`src/rtl/pha_pkg.sv`:
```
`timescale 1ns/1ps
// Shared types for the pulse-stream halving adder.
package pha_pkg;
    // Which operand owns the odd slots in the current block.
    typedef enum logic {
        PH_A_ODD = 1'b0,   // first block of a pair
        PH_B_ODD = 1'b1    // second block of a pair
    } pair_phase_e;
endpackage

```
`src/rtl/pha_slot_timer.sv`:
```
`timescale 1ns/1ps
// Slot timer: counts SLOTS cycles per block and flips the pair phase at
// each block boundary. Assumes SLOTS is even, so slot parity restarts at
// an odd slot on every block. Reset returns to slot 1 of a first block.
module pha_slot_timer
    import pha_pkg::*;
#(
    parameter int SLOTS  = 10,
    parameter int SLOT_W = $clog2(SLOTS)
) (
    input  logic        clk,
    input  logic        rst_n,
    output logic        odd_slot,
    output logic        last_slot,
    output pair_phase_e phase
);
    localparam logic [SLOT_W-1:0] LAST_IDX = SLOT_W'(SLOTS - 1);

    logic [SLOT_W-1:0] slot_idx;

    // Index 0 is slot 1 (odd), so the LSB low marks odd slots.
    always_comb begin
        odd_slot  = ~slot_idx[0];
        last_slot = (slot_idx == LAST_IDX);
    end

    // Advance the slot index and swap the pair phase on wrap.
    always_ff @(posedge clk) begin
        if (!rst_n) begin
            slot_idx <= '0;
            phase    <= PH_A_ODD;
        end else if (last_slot) begin
            slot_idx <= '0;
            phase    <= (phase == PH_A_ODD) ? PH_B_ODD : PH_A_ODD;
        end else begin
            slot_idx <= slot_idx + 1'b1;
        end
    end
endmodule

```
`src/rtl/pha_sign_decode.sv`:
```
`timescale 1ns/1ps
// Sign decode: decides whether the request reduces to a magnitude add and
// gives the result sign for that case. Purely combinational.
module pha_sign_decode (
    input  logic mode_add,
    input  logic mode_sub,
    input  logic a_sign,
    input  logic b_sign,
    output logic add_en,
    output logic res_sign
);
    logic same_sign;

    // Enable on like signs for add, unlike signs for subtract.
    always_comb begin
        same_sign = ~(a_sign ^ b_sign);
        add_en    = (mode_add & same_sign) | (mode_sub & ~same_sign);
        res_sign  = add_en & a_sign;
    end
endmodule

```
`src/rtl/pha_slot_gate.sv`:
```
`timescale 1ns/1ps
// Slot gate: picks which operand's pulse passes in the current slot.
// The odd-slot owner is set by the pair phase; the other operand owns
// the even slots. Output is held low when the add path is disabled.
module pha_slot_gate
    import pha_pkg::*;
(
    input  logic        odd_slot,
    input  pair_phase_e phase,
    input  logic        add_en,
    input  logic        a_pulse,
    input  logic        b_pulse,
    output logic        sum_pulse
);
    logic take_a;

    // A is taken in odd slots of the first block and even slots of the second.
    always_comb begin
        take_a    = odd_slot ^ (phase == PH_B_ODD);
        sum_pulse = add_en & (take_a ? a_pulse : b_pulse);
    end
endmodule

```
`src/rtl/pstream_half_adder.sv`:
```
`timescale 1ns/1ps
// Signed pulse-stream halving adder. Merges two rate-coded magnitude
// streams into one stream at (A+B)/2 by alternating odd/even slot
// ownership across a pair of blocks. Assumes compact-or-scattered input
// pulses, one slot per clock, and an even SLOTS.
module pstream_half_adder
    import pha_pkg::*;
#(
    parameter int SLOTS = 10
) (
    input  logic clk,
    input  logic rst_n,
    input  logic mode_add,
    input  logic mode_sub,
    input  logic a_sign,
    input  logic b_sign,
    input  logic a_pulse,
    input  logic b_pulse,
    output logic add_en,
    output logic res_sign,
    output logic sum_pulse
);
    localparam int SLOT_W = (SLOTS > 1) ? $clog2(SLOTS) : 1;

    logic        odd_slot;
    logic        last_slot;
    pair_phase_e phase;

    // Slot and pair-phase sequencing.
    pha_slot_timer #(.SLOTS(SLOTS), .SLOT_W(SLOT_W)) u_timer (
        .clk       (clk),
        .rst_n     (rst_n),
        .odd_slot  (odd_slot),
        .last_slot (last_slot),
        .phase     (phase)
    );

    // Enable and sign selection.
    pha_sign_decode u_sign (
        .mode_add (mode_add),
        .mode_sub (mode_sub),
        .a_sign   (a_sign),
        .b_sign   (b_sign),
        .add_en   (add_en),
        .res_sign (res_sign)
    );

    // Per-slot operand selection.
    pha_slot_gate u_gate (
        .odd_slot  (odd_slot),
        .phase     (phase),
        .add_en    (add_en),
        .a_pulse   (a_pulse),
        .b_pulse   (b_pulse),
        .sum_pulse (sum_pulse)
    );
endmodule

```
`config.mk`:
```
export PLATFORM = sky130hd
export DESIGN_NAME = pstream_half_adder
export DESIGN_NICKNAME = d
export VERILOG_FILES = /design/src/rtl/pha_pkg.sv /design/src/rtl/pha_slot_timer.sv /design/src/rtl/pha_sign_decode.sv /design/src/rtl/pha_slot_gate.sv /design/src/rtl/pstream_half_adder.sv
export SDC_FILE = /design/constraint.sdc
export NUM_CORES = 1
export LEC_CHECK = 0
export CAP_MARGIN = 25
export CORE_AREA = 2 2 39 41
export CTS_BUF_LIST = sky130_fd_sc_hd__clkbuf_4 sky130_fd_sc_hd__clkbuf_8 sky130_fd_sc_hd__clkbuf_16
export DETAILED_ROUTE_END_ITERATION = 8
export DIE_AREA = 0 0 41 43
export PLACE_DENSITY_LB_ADDON = 0.05
export SLEW_MARGIN = 0
export SYNTH_ARGS = -nofsm -noshare
export SYNTH_HDL_FRONTEND = slang
export SYNTH_SLANG_ARGS = --single-unit
```
`constraint.sdc`:
```
create_clock -name clk -period 1.5 [get_ports clk]
set_clock_uncertainty 0.05 [all_clocks]
set_input_delay 0.45 -clock clk [delete_from_list [all_inputs] [get_ports clk]]
set_output_delay 0.45 -clock clk [all_outputs]
set_load 0.01 [all_outputs]
```
---- Word level (Yosys, flattened, before mapping) ----
Index checks and enable logic that the tools add are counted.
word-level totals
  register bits ........................... 5
  bits in writable memories ............... 0
  memories ................................ 0
  bits of input ports ..................... 8
  output and inout bits ................... 3
  bits in latches ......................... 0
  memory bits (read-only) ................. 0
cells by class
  divide/modulo/power cells ............... 0
  add/sub/neg operators ................... 1
  $lt $le $gt $ge ......................... 0
  reduce and logical (&&, ||, !) cells .... 1
  multiplexer cells ....................... 2
  $mul .................................... 0
  equal/unequal tests ..................... 1
  shift operators ......................... 0
  bitwise logic cells ..................... 10
operator list
  operator                                     count
  adder 4 x 1 -> 4 bit, second input constant  1
  AND 1 bit                                    4
  equality test 4 bit, second input constant   1
  inverter 1 bit                               3
  two-way mux 1 bit                            2
  OR reduction 2 bit                           1
  bitwise XOR 1 bit                            2
  OR 1 bit                                     1

---- Depth between registers and ports, before layout ----
  depth after elaboration ................. 5
  mapped depth ............................ 5
  depth with buffers taken out ............ 5

---- Hierarchy ----
A second synthesis with hierarchy kept.
second synthesis, totals
  cell total of the unflattened synthesis .. 33
  area, all modules ....................... 292.8 um2
modules (own cells, without submodules)
  module           area an instance (um2)  seq. area each (um2)  instances  cells an instance
  pha_slot_timer   230.2                   100.1                 1          25
  pha_sign_decode  36.3                    0.0                   1          4
  pha_slot_gate    26.3                    0.0                   1          4

---- Worst setup path after synthesis ----
Ideal clock, no wire load.
  path type ............................... input port to output port
  start ................................... input port b_sign
  end ..................................... output port sum_pulse
  path buffers ............................ 0
  setup slack ............................. 0.016 ns
  data arrival time ....................... 0.984 ns
  stages on the path ...................... 3
  cell sequence ........................... xnor2_1 > mux2i_1 > nor2_1
on the way
  word-level cells in the longest chain between the ends .. 5
ends and longest elaborated chain
  item                   line                      RTL
  start, declared        pstream_half_adder.sv:16  input logic b_sign,
  bitwise XOR 1 bit (*)  pha_sign_decode.sv:16     same_sign = ~(a_sign ^ b_sign);
  inverter 1 bit         pha_sign_decode.sv:16
  AND 1 bit              pha_sign_decode.sv:17     add_en = (mode_add & same_sign) | (mode_sub & ~same_sign);
  OR 1 bit (*)           pha_sign_decode.sv:17
  AND 1 bit (*)          pha_slot_gate.sv:20       sum_pulse = add_en & (take_a ? a_pulse : b_pulse);
  end, declared          pstream_half_adder.sv:21  output logic sum_pulse
Mark *: on every way between the ends. The rest lies on a longest branch, timed or not.

---- Final worst setup path ----
Ends and elaborated chain as after synthesis.

==> run_results.csv <==
group,metric,value,unit
clock_tree,hold_buffers,0,
synth,synth_nets,40,
synth,yosys_register_bits,5,
grt,gr-total-overflow,0,
worst_setup_path,critical_path_class,"in -> out",
pwr,switching_share,23.6,%
pwr,switchingPower,0.0000954,W
worst_setup_path,cp.arrival,1.24,ns
clock_tree,clkLatencyLatePin,0.25,ns
clock_tree,clockBufferDepth,2,
worst_setup_path,startpoint_type,"primary input",
clock_tree,cts_buffers,3,
grt,grt.total_usage,9.33,%
grt,antenna_found_initial,0,
placed_design,dp_hpwl,481,um
synth,post-synth-top-count-cell,"dfxtp_1",
synth,synth_top_family_by_area,"simple AND/OR/NAND/NOR gates",
clock_tree,cts_num_sinks,5,
placed_design,place_area,408,um^2
finish,n_antenna_cell,0,
sta,finalCritPeriodShare,116,%
routing,drt-wirelength-per-cell,9.75,um
synth,synthXorXnorAreaFrac,9.63,%
worst_setup_path,cp_slowest_cell,"mux2i_1",
placed_design,dp.cells,58,
routing,ant_nets,0,
clock_tree,root_buffer,"clkbuf_4",
synth,yosysWarnings,0,
sta,period_minus_slack,1.74,ns
placed_design,port_buffers,10,
synth,netlist.area_leader.share,36.7,%
synth,ys_top_cells_by_count,"5 x dfxtp_1, 3 x nand2_1, 3 x nor2_1",
die,rows,14,
sta,hold_violations,0,
routing,num_vias,259,
routing,drt_iter0_drc,5,
sta,final_max_slew_viol_count,0,
job,cap_violations,0,
sta,max_slew.worst_pin.slew,0.169,ns
synth,ys_seq_area_share,36.7,%
synth,netlist_area,273,um^2
clock_tree,cts.clk_slew.worst_paths,0.05,ns
die,core,1380,um^2
sta,max_freq,0.574,GHz
pwr,pwr-share-clk,43.7,%
finish,fin_util,33.5,%
pwr,p_leak,0.214,nW
finish,final_nets,59,
routing,drc_errors,0,
worst_setup_path,cp-end-kind,"primary output",
placed_design,gp_congestion,0.656,
worst_setup_path,worstPathCellList,"buf_8 -> xnor2_4 -> mux2i_1 -> buf_4 -> nor2_2 -> buf_2",
pwr,combPwrFrac,20.3,%
synth,yosys.area_share.simple,28.4,%
die,die-area,1760,um^2
grt,grt_first_pass_wirelength,1.00,mm
sta,slew_headroom,88.4,%
worst_setup_path,max_stage_delay,0.23,ns
finish,fin_area,463,um^2
pwr,vdd_drop_max,0.309,mV
grt,grt_max_degree,7,
worst_hold_path,hp-class,"reg -> reg",
synth,synth_area_leaders,"dfxtp_1 37%, ha_1 9.2%, mux2i_1 7.3%",
pwr,p_int,0.000309,W
synth,async_reset_ff_share,0,%
synth,yosysTopAreaCell,"dfxtp_1",
pwr,power,0.000405,W
status,status,"finished, violations left",
worst_setup_path,crit_required,1.00,ns
finish,area_growth,69.7,%
sta,setup_ws,-0.241,ns
die,dieWidth,41,um
finish,n_fill_cell,144,
sta,finalSetupViolations,3,
clock_tree,cts_max_level,1,
synth,synthAdderAreaFrac,9.17,%
synth,synth.distinct_cells,16,
finish,layout.cells.non_filler,64,
routing,finalWirelength,624,um
grt,grt_pass1_vias,261,
clock_tree,cts_tree,"built",
worst_setup_path,critPathMaxFanout,2,
synth,synth_mux_area_share,7.34,%
synth,synthFlopType,"dfxtp_1",
status,violations,"setup timing",
die,pin_count,11,
synth,synth_edf_count,0,
synth,synthCells,30,
finish,drive_gt1_share,31.3,%
sta,rsz0062_at_grt,"yes",
routing,drtPass1Iterations,2,
die,start_util,19.7,%
routing,avgViaCountPerCell,4.05,
synth,synth_compound_area_share,5.96,%
pwr,p_seq_share,35.9,%
pwr,p_per_area,874,nW/um^2
die,die_h,43,um
synth,syn_avg_cell_area,9.09,um^2
## area by class of cell
| class | count | area (um^2) | area share, % |
|---|---|---|---|
| repair buffers | 14 | 119 | 25.7 |
| well taps | 16 | 20.0 | 4.32 |
| flip-flops and latches | 5 | 100 | 21.6 |
| multi-input cells | 23 | 186 | 40.3 |
| clock buffers | 4 | 30.0 | 6.49 |
| inverters | 2 | 7.51 | 1.62 |
## cells by family (layout without fill, tap and decap cells)
kind of cell / Yosys count / in the layout
flip-flops: 5 / 5
multiplexers: 2 / 2
AND/OR/NAND/NOR: 14 / 14
adder cells (fa/ha/maj): 2 / 2
buffers and inverters: 2 / 20
XOR/XNOR: 3 / 3
AO/OA/AOI/OAI: 2 / 2
## layer usage
| layer | track usage (%) | part of all wire (%) | vias up |
|---|---|---|---|
| met4 | 10.0 | 0.96 | 0 |
| met3 | 4.71 | 4.8 | 2 |
| met2 | 12.2 | 54 | 4 |
| met5 | 0 | 0 | - |
| met1 | 9.62 | 40 | 118 |
| li1 | - | - | 135 |
## worst paths after layout
check	from	endpoint	slack, ns	cells past startpoint
worst min-delay path	u_timer.slot_idx[2]$_SDFF_PP0_	u_timer.slot_idx[2]$_SDFF_PP0_	0.49	2
worst min register to register	u_timer.slot_idx[2]$_SDFF_PP0_	u_timer.slot_idx[2]$_SDFF_PP0_	0.49	2
worst max-delay path	b_sign	sum_pulse	-0.24	6
worst max register to register	u_timer.slot_idx[0]$_SDFF_PP0_	u_timer.phase$_SDFFE_PN0N_	0.26	5
## worst max-delay path, delay by kind of cell
family                    cells  cell delay (ns)
and+or+nand+nor               1             0.03
buffers and inverters         3             0.38
xor gates and xnor gates      1             0.15
muxes                         1             0.23
## metrics by stage
step / hold slack, ns / worst slack (ns) / setup TNS [ns]
after floorplan: 0.404 / 0.0160 / 0
after global placement: 0.457 / -0.914 / -2.72
after detailed placement: 0.479 / -0.938 / -2.79
after CTS: 0.487 / -0.247 / -0.720
after global routing: 0.535 / -0.281 / -0.830
final: 0.491 / -0.241 / -0.709
## cell usage in the layout, fill, tap and decap left out, drive strengths merged
cell	netlist	final
xor2	1	1
nand3b	2	2
nor3b	2	2
nor2b	1	1
a21boi	1	1
and3	1	1
ha	2	2
nand2b	1	1
dlygate4sd2	0	2
nor2	3	3
clkbuf	0	4
xnor2	2	2
nand2	3	3
dfxtp	5	5
buf	0	9
inv	2	2
mux2i	2	2
clkdlybuf4s50	0	3
and2	1	1
o31a	1	1
## flip-flops by register name, summed over array words and instances, names as in the netlist
register and flops:
u_timer.slot_idx 4, u_timer.phase 1
## what timing repair did
item / CTS / global route
hold endpoints to repair: 0 / 0
setup buffers: 2 / 0
pin swaps: 2 / 1
resized for setup: 24 / 5
endpoints found under the setup margin: 3 / 3
## power by group through the flow
| stage | clock [W] | sequential (W) | combinational, W |
|---|---|---|---|
| after floorplan | 0 | 0.000148 | 0.0000310 |
| after global placement | 0 | 0.000147 | 0.0000722 |
| after detailed placement | 0 | 0.000148 | 0.0000738 |
| after CTS | 0.000187 | 0.000145 | 0.0000743 |
| after global routing | 0.000197 | 0.000146 | 0.0000910 |
| final | 0.000177 | 0.000145 | 0.0000823 |
No activity file was read; power rests on OpenSTA's default activity.
